[src/rtl/wpol_pkg.sv]
package wpol_pkg;

    typedef enum logic [1:0] {
        POL_THRU   = 2'd0,
        POL_POSTED = 2'd1,
        POL_BACK   = 2'd2,
        POL_RSVD   = 2'd3
    } wpol_mode_e;

    typedef enum logic [1:0] {
        ST_IDLE   = 2'd0,
        ST_CPU_WR = 2'd1,
        ST_CPU_RD = 2'd2,
        ST_EVICT  = 2'd3
    } wpol_state_e;

endpackage

[src/rtl/wpol_window.sv]
module wpol_window #(
    parameter int AW = 16
) (
    input  logic          clk,
    input  logic          rst_n,
    input  logic          cfg_we,
    input  logic          cfg_sel,
    input  logic [AW-1:0] cfg_wdata,
    input  logic [AW-1:0] probe_addr,
    output logic          uncached
);
    logic [AW-1:0] base_q;
    logic [AW-1:0] size_q;
    logic [AW-1:0] offset;

    always_ff @(posedge clk) begin
        if (!rst_n) begin
            base_q <= '0;
            size_q <= '0;
        end else if (cfg_we) begin
            if (cfg_sel) size_q <= cfg_wdata;
            else         base_q <= cfg_wdata;
        end
    end

    // Offset within the window; a half-open compare keeps base+size outside.
    assign offset   = probe_addr - base_q;
    assign uncached = (probe_addr >= base_q) && (offset < size_q);

endmodule

[src/rtl/wpol_postbuf.sv]
module wpol_postbuf #(
    parameter int AW = 16,
    parameter int DW = 16
) (
    input  logic          clk,
    input  logic          rst_n,
    input  logic          load,
    input  logic [AW-1:0] load_addr,
    input  logic [DW-1:0] load_data,
    input  logic          drain_ack,
    output logic          full,
    output logic [AW-1:0] buf_addr,
    output logic [DW-1:0] buf_data
);
    always_ff @(posedge clk) begin
        if (!rst_n) begin
            full     <= 1'b0;
            buf_addr <= '0;
            buf_data <= '0;
        end else if (load) begin
            full     <= 1'b1;
            buf_addr <= load_addr;
            buf_data <= load_data;
        end else if (drain_ack) begin
            full     <= 1'b0;
        end
    end


    postbuf_no_overrun_chk: assert property (@(posedge clk) disable iff (!rst_n)
        load |-> !full);


    postbuf_hold_chk: assert property (@(posedge clk) disable iff (!rst_n)
        (full && !drain_ack) |=> (full && $stable(buf_addr) && $stable(buf_data)));

endmodule

[src/rtl/wpol_dirty.sv]
module wpol_dirty #(
    parameter int LINES = 8,
    parameter int LW    = $clog2(LINES)
) (
    input  logic             clk,
    input  logic             rst_n,
    input  logic             set,
    input  logic [LW-1:0]    set_line,
    input  logic             clr,
    input  logic [LW-1:0]    clr_line,
    output logic [LINES-1:0] mask
);
    for (genvar g = 0; g < LINES; g++) begin : g_line
        always_ff @(posedge clk) begin
            if (!rst_n)
                mask[g] <= 1'b0;
            else if (set && (set_line == LW'(g)))
                mask[g] <= 1'b1;
            else if (clr && (clr_line == LW'(g)))
                mask[g] <= 1'b0;
        end
    end

endmodule

[src/rtl/wpol_ctrl.sv]
module wpol_ctrl
    import wpol_pkg::*;
#(
    parameter int AW    = 16,
    parameter int DW    = 16,
    parameter int LINES = 8,
    localparam int LW   = $clog2(LINES)
) (
    input  logic             clk,
    input  logic             rst_n,
    input  logic [1:0]       mode,
    input  logic             cfg_we,
    input  logic             cfg_sel,
    input  logic [AW-1:0]    cfg_wdata,
    input  logic             req_valid,
    input  logic             req_write,
    input  logic [AW-1:0]    req_addr,
    input  logic [DW-1:0]    req_wdata,
    input  logic             lookup_hit,
    input  logic [LW-1:0]    lookup_line,
    output logic             cpu_done,
    output logic [DW-1:0]    cpu_rdata,
    output logic             cpu_rd_from_array,
    output logic             cache_we,
    output logic [LW-1:0]    cache_line,
    output logic [DW-1:0]    cache_wdata,
    input  logic             evict_req,
    input  logic [LW-1:0]    evict_line,
    input  logic [AW-1:0]    evict_addr,
    input  logic [DW-1:0]    evict_data,
    output logic             evict_done,
    output logic             mem_req,
    output logic             mem_we,
    output logic [AW-1:0]    mem_addr,
    output logic [DW-1:0]    mem_wdata,
    input  logic             mem_ack,
    input  logic [DW-1:0]    mem_rdata,
    output logic [LINES-1:0] dirty_mask,
    output logic             quiescent
);
    wpol_state_e   state_q, state_d;
    wpol_mode_e    pol;
    logic [AW-1:0] op_addr_q;
    logic [DW-1:0] op_data_q;
    logic [LW-1:0] op_line_q;

    logic          uncached;
    logic          buf_full, buf_load, buf_drain;
    logic [AW-1:0] buf_addr;
    logic [DW-1:0] buf_data;
    logic          buf_match;
    logic          dirty_set, dirty_clr;
    logic          victim_dirty;

    assign pol = wpol_mode_e'(mode);

    wpol_window #(.AW(AW)) u_window (
        .clk        (clk),
        .rst_n      (rst_n),
        .cfg_we     (cfg_we),
        .cfg_sel    (cfg_sel),
        .cfg_wdata  (cfg_wdata),
        .probe_addr (req_addr),
        .uncached   (uncached)
    );

    wpol_postbuf #(.AW(AW), .DW(DW)) u_postbuf (
        .clk       (clk),
        .rst_n     (rst_n),
        .load      (buf_load),
        .load_addr (req_addr),
        .load_data (req_wdata),
        .drain_ack (buf_drain),
        .full      (buf_full),
        .buf_addr  (buf_addr),
        .buf_data  (buf_data)
    );

    wpol_dirty #(.LINES(LINES), .LW(LW)) u_dirty (
        .clk      (clk),
        .rst_n    (rst_n),
        .set      (dirty_set),
        .set_line (lookup_line),
        .clr      (dirty_clr),
        .clr_line (op_line_q),
        .mask     (dirty_mask)
    );

    assign buf_match    = buf_full && (buf_addr == req_addr);
    assign victim_dirty = dirty_mask[evict_line];
    assign buf_drain    = buf_full && mem_ack;
    assign quiescent    = (state_q == ST_IDLE) && !buf_full && (dirty_mask == '0);

    // State register
    always_ff @(posedge clk) begin
        if (!rst_n) state_q <= ST_IDLE;
        else        state_q <= state_d;
    end

    // Operand capture while idle
    always_ff @(posedge clk) begin
        if (!rst_n) begin
            op_addr_q <= '0;
            op_data_q <= '0;
            op_line_q <= '0;
        end else if (state_q == ST_IDLE) begin
            op_addr_q <= evict_req ? evict_addr : req_addr;
            op_data_q <= evict_req ? evict_data : req_wdata;
            op_line_q <= evict_line;
        end
    end

    // Next state and outputs
    always_comb begin
        state_d           = state_q;
        cpu_done          = 1'b0;
        cpu_rdata         = '0;
        cpu_rd_from_array = 1'b0;
        cache_we          = 1'b0;
        cache_line        = lookup_line;
        cache_wdata       = req_wdata;
        evict_done        = 1'b0;
        mem_req           = 1'b0;
        mem_we            = 1'b0;
        mem_addr          = op_addr_q;
        mem_wdata         = op_data_q;
        buf_load          = 1'b0;
        dirty_set         = 1'b0;
        dirty_clr         = 1'b0;

        unique case (state_q)
            ST_IDLE: begin
                if (evict_req) begin
                    if (!victim_dirty)  evict_done = 1'b1;
                    else if (!buf_full) state_d    = ST_EVICT;
                end else if (req_valid) begin
                    if (!req_write) begin
                        if (uncached) begin
                            if (!buf_full) state_d = ST_CPU_RD;
                        end else if (buf_match) begin
                            cpu_done  = 1'b1;
                            cpu_rdata = buf_data;
                        end else begin
                            cpu_done          = 1'b1;
                            cpu_rd_from_array = 1'b1;
                        end
                    end else if (uncached || !lookup_hit) begin
                        if (!buf_full) state_d = ST_CPU_WR;
                    end else if (pol == POL_BACK) begin
                        cache_we  = 1'b1;
                        dirty_set = 1'b1;
                        cpu_done  = 1'b1;
                    end else if (pol == POL_POSTED) begin
                        if (!buf_full) begin
                            cache_we = 1'b1;
                            buf_load = 1'b1;
                            cpu_done = 1'b1;
                        end
                    end else begin
                        if (!buf_full) begin
                            cache_we = 1'b1;
                            state_d  = ST_CPU_WR;
                        end
                    end
                end
            end
            ST_CPU_WR: begin
                mem_req = 1'b1;
                mem_we  = 1'b1;
                if (mem_ack) begin
                    cpu_done = 1'b1;
                    state_d  = ST_IDLE;
                end
            end
            ST_CPU_RD: begin
                mem_req = 1'b1;
                if (mem_ack) begin
                    cpu_done  = 1'b1;
                    cpu_rdata = mem_rdata;
                    state_d   = ST_IDLE;
                end
            end
            ST_EVICT: begin
                mem_req = 1'b1;
                mem_we  = 1'b1;
                if (mem_ack) begin
                    evict_done = 1'b1;
                    dirty_clr  = 1'b1;
                    state_d    = ST_IDLE;
                end
            end
        endcase

        // The posted buffer owns the port while occupied.
        if (buf_full) begin
            mem_req   = 1'b1;
            mem_we    = 1'b1;
            mem_addr  = buf_addr;
            mem_wdata = buf_data;
        end
    end


    uncached_no_array_chk: assert property (@(posedge clk) disable iff (!rst_n)
        (req_valid && uncached && !evict_req) |-> !cache_we);


    busy_buf_empty_chk: assert property (@(posedge clk) disable iff (!rst_n)
        (state_q != ST_IDLE) |-> !buf_full);


    back_hit_dirty_chk: assert property (@(posedge clk) disable iff (!rst_n)
        (cache_we && pol == POL_BACK) |=> dirty_mask[$past(lookup_line)]);


    mem_hold_chk: assert property (@(posedge clk) disable iff (!rst_n)
        (mem_req && !mem_ack) |=> (mem_req && $stable(mem_addr) && $stable(mem_wdata)));

endmodule

[config.mk]
export PLATFORM = sky130hd
export DESIGN_NAME = wpol_ctrl
export DESIGN_NICKNAME = d
export VERILOG_FILES = /design/src/rtl/wpol_pkg.sv /design/src/rtl/wpol_window.sv /design/src/rtl/wpol_postbuf.sv /design/src/rtl/wpol_dirty.sv /design/src/rtl/wpol_ctrl.sv
export SDC_FILE = /design/constraint.sdc
export NUM_CORES = 1
export LEC_CHECK = 0
export CORE_MARGIN = 4
export CORE_UTILIZATION = 53
export CTS_CLUSTER_SIZE = 16
export DETAILED_ROUTE_END_ITERATION = 7
export PLACE_DENSITY = 0.87
export SLEW_MARGIN = 20
export SYNTH_ARGS = -nofsm -noshare
export SYNTH_HDL_FRONTEND = slang
export SYNTH_SLANG_ARGS = --single-unit
[constraint.sdc]
create_clock -name clk -period 10.9 [get_ports clk]
set_clock_uncertainty 0.2 [all_clocks]
set_input_delay 1.635 -clock clk [delete_from_list [all_inputs] [get_ports clk]]
set_output_delay 1.635 -clock clk [all_outputs]
set_load 0.03 [all_outputs]
==> metrics.yaml <==
setup_path:
  r2r_cells: 16
  max_stage_delay_ns: 0.59
  cp_max_fo: 16
  timing.rr.end: "u_postbuf.buf_addr[10]"
  critPathRequiredTime_ns: 9.07
  reg2reg_slack_ns: 6.17
  cp_slowest_cell: "clkdlybuf4s50_1"
  startpoint: "req_addr[0]"
  r2r_start: "u_window.base_q[0]"
  startpoint_type: "input port"
  worst_setup_path_end_kind: "primary output"
  cp.arrival_ns: 6.64
  worst-setup-path-type: "in2out"
  cp-endpoint: "cpu_rdata[8]"
  path_cells: "clkdlybuf4s50_1 > inv_1 > ha_1 > fa_1 > nand2b_1 > a211oi_1 > nor2_1 > o21ai_0 > a2111o_1 > o2111ai_1 > ha_1 > a21oi_1 > a21boi_0 > a311oi_1 > o41ai_4 > o2111a_4 > a22o_2 > clkdlybuf4s50_1"
routing:
  firstDrtPassIters: 6
  viasPerCell: 5.673
  route.met2.wl_um: 9763
  top_layer: "met4"
  wl_met3_um: 1216
  wirelength_um: 20090
  antenna_left: 0
  drc: 0
  wire_per_inst_um: 17.58
  vias: 6484
  drt-met1-wl_um: 8401
  drt_iter0_drc: 601
placement:
  portBuffers: 194
  gp_congestion: 0.9604
  dp.cells: 1129
  place_hpwl_um: 14890
  pre_cts_ws_ns: 2.486
synth:
  synth_top_area_share_pct: 31.28
  synth_area_leaders: "dfxtp_1 31%, mux2i_1 10%, nand2_1 9.7%, ha_1 6.2%, mux2_2 5.1%"
  yosys-top-cells-count: "182 x nand2_1, 110 x dfxtp_1, 70 x mux2i_1"
  yosys.area.top_type: "dfxtp_1"
  syn_inst: 824
  async_flop_share_pct: 0
  synth_ff_type: "dfxtp_1"
  synth-edff-count: 0
  ys_types: 59
  syn_nets: 973
  ys_ff_latch: 110
  postSynthAreaPerCell_sq_um: 8.544
  synth_seq_area_share_pct: 31.28
  netlist_area_sq_um: 7041
  yosys_warnings: 0
  post-synth-top-count-cell: "nand2_1"
cells_and_area:
  final_cells: 1143
  area_growth_pct: 30.23
  diodes: 0
  fin_nets: 1117
  fillers: 989
  drive_gt1_share_pct: 7.930
die:
  rows: 41
  io_pins: 195
  fp.dieH_um: 123.3
  start_util_pct: 54.90
  coreArea_sq_um: 12820
  die_w_um: 123.3
  fp.dieArea_sq_um: 15190
clock_network:
  cts_buffers: 9
  cts_tree: "done"
  hold_buffers: 0
  cts.htree.levels: 3
  cts_setup_buffers: 0
  cts.sink_count: 110
  postCtsResizedCells: 0
  clk_pin_slew_ns: 0.06
  clkLatencyLatePin_ns: 0.35
  clockRootBuffer: "clkbuf_16"
  cts_max_path_buffers: 2
grt:
  antenna_found_initial: 0
  overflow: 0
  grt_pass1_vias: 6299
  grt_max_degree: 107
  grt_pass1_wl_um: 30880
  grt.total_usage_pct: 25.56
timing:
  final_max_slew_viol_count: 0
  finalSetupViolCount: 0
  relSlewSlack_pct: 23.20
  fin_ws_ns: 2.429
  fmax_mhz: 118.1
  rsz0062_at_grt: "no"
  finalHoldViolCount: 0
  tns_ns: 0
  worst_pin_slew_ns: 1.141
  whs_ns: 0.2608
  fin_crit_ns: 8.471
  period_share_pct: 77.71
hold_path:
  hp-class: "reg2reg"
power:
  power_density_nw_per_um2: 167.6
  power.total_w: 0.001537
  ir_drop_mv: 0.1129
  p_leak_nw: 3.995
run:
  maxCapViolations: 0
outcome:
  outcome: "complete, no violations"
[cell type report]
cell class / count / area [sq um] / share of cell area [%]
sequential: 110 / 2203 / 24.03
clock inverter: 3 / 43.79 / 0.4776
clock buffer: 11 / 242.7 / 2.647
multi-input combinational: 607 / 4334 / 47.27
tap: 172 / 215.2 / 2.347
timing repair buffer: 200 / 1979 / 21.59
inverter: 40 / 150.1 / 1.638
[cells in the final DEF, fill, tap and decap left out, types with 8 or more instances in the layout]
cell type	count
xnor2_1	16
xor2_1	12
ha_1	34
a21boi_0	35
mux2_2	32
mux2i_1	70
nor2_1	15
nor2b_1	8
clkbuf_16	9
dfxtp_1	109
o21ai_0	17
nand3_1	17
a21oi_1	25
nand2b_1	10
inv_1	40
clkdlybuf4s50_1	192
o211a_1	32
a22o_2	10
nand2_1	182
[layer usage]
| layer | GRT usage (%) | up-vias |
|---|---|---|
| met5 | 0 | - |
| met4 | 9.619 | 0 |
| met3 | 5.352 | 51 |
| met2 | 44.00 | 225 |
| met1 | 31.36 | 3061 |
| li1 | - | 3147 |
[power breakdown]
group	internal, W	switching (W)	total [W]
clock network	0.000183	0.000145	0.000328
registers	0.000460	0.0000341	0.000495
logic	0.000313	0.000401	0.000714
total	0.000957	0.000580	0.00154
[worst min path at each step]
stage                        start                  end  slack (ns)  cells after the start
2_1_floorplan  u_window.base_q[10]  u_window.base_q[10]        0.24                      2
3_3_place_gp    u_window.size_q[0]   u_window.size_q[0]        0.25                      2
3_5_place_dp    u_window.size_q[3]   u_window.size_q[3]        0.26                      2
4_1_cts         u_window.size_q[3]   u_window.size_q[3]        0.27                      2
5_1_grt        u_window.size_q[13]  u_window.size_q[13]        0.28                      2
6_report       u_window.base_q[15]  u_window.base_q[15]        0.26                      2
[cells by family after synthesis]
kind of cell,Yosys count,synth area share [%]
and+or+nand+nor,269,16.71
DFF,110,31.28
AOI/OAI and AO/OA,170,19.12
adders and majority gates,36,6.504
muxes,104,15.71
buffers and inverters,107,7.197
xor gates and xnor gates,28,3.483
[flip-flops by register name, summed over array words and instances (netlist names)]
name                count
op_addr_q              16
op_data_q              16
u_postbuf.buf_addr     16
u_postbuf.buf_data     16
u_window.base_q        16
u_window.size_q        16
u_dirty.mask            8
op_line_q               3
state_q                 2
u_postbuf.full          1
[worst max-delay path, delay by kind of cell]
family	cells	cell delay, ns
buffers and inverters	3	1.20
AOI/OAI and AO/OA	10	2.51
and+or+nand+nor	2	0.29
adders and majority gates	3	0.99
[metrics by stage]
stage	utilization (%)	cell area, sq um
after floorplan	-	7041
after global placement	69.26	8882
after detailed placement	69.26	8882
after CTS	71.49	9169
after global routing	71.49	9169
final	71.49	9169
Note: power is estimated with default switching activity, not from simulation.
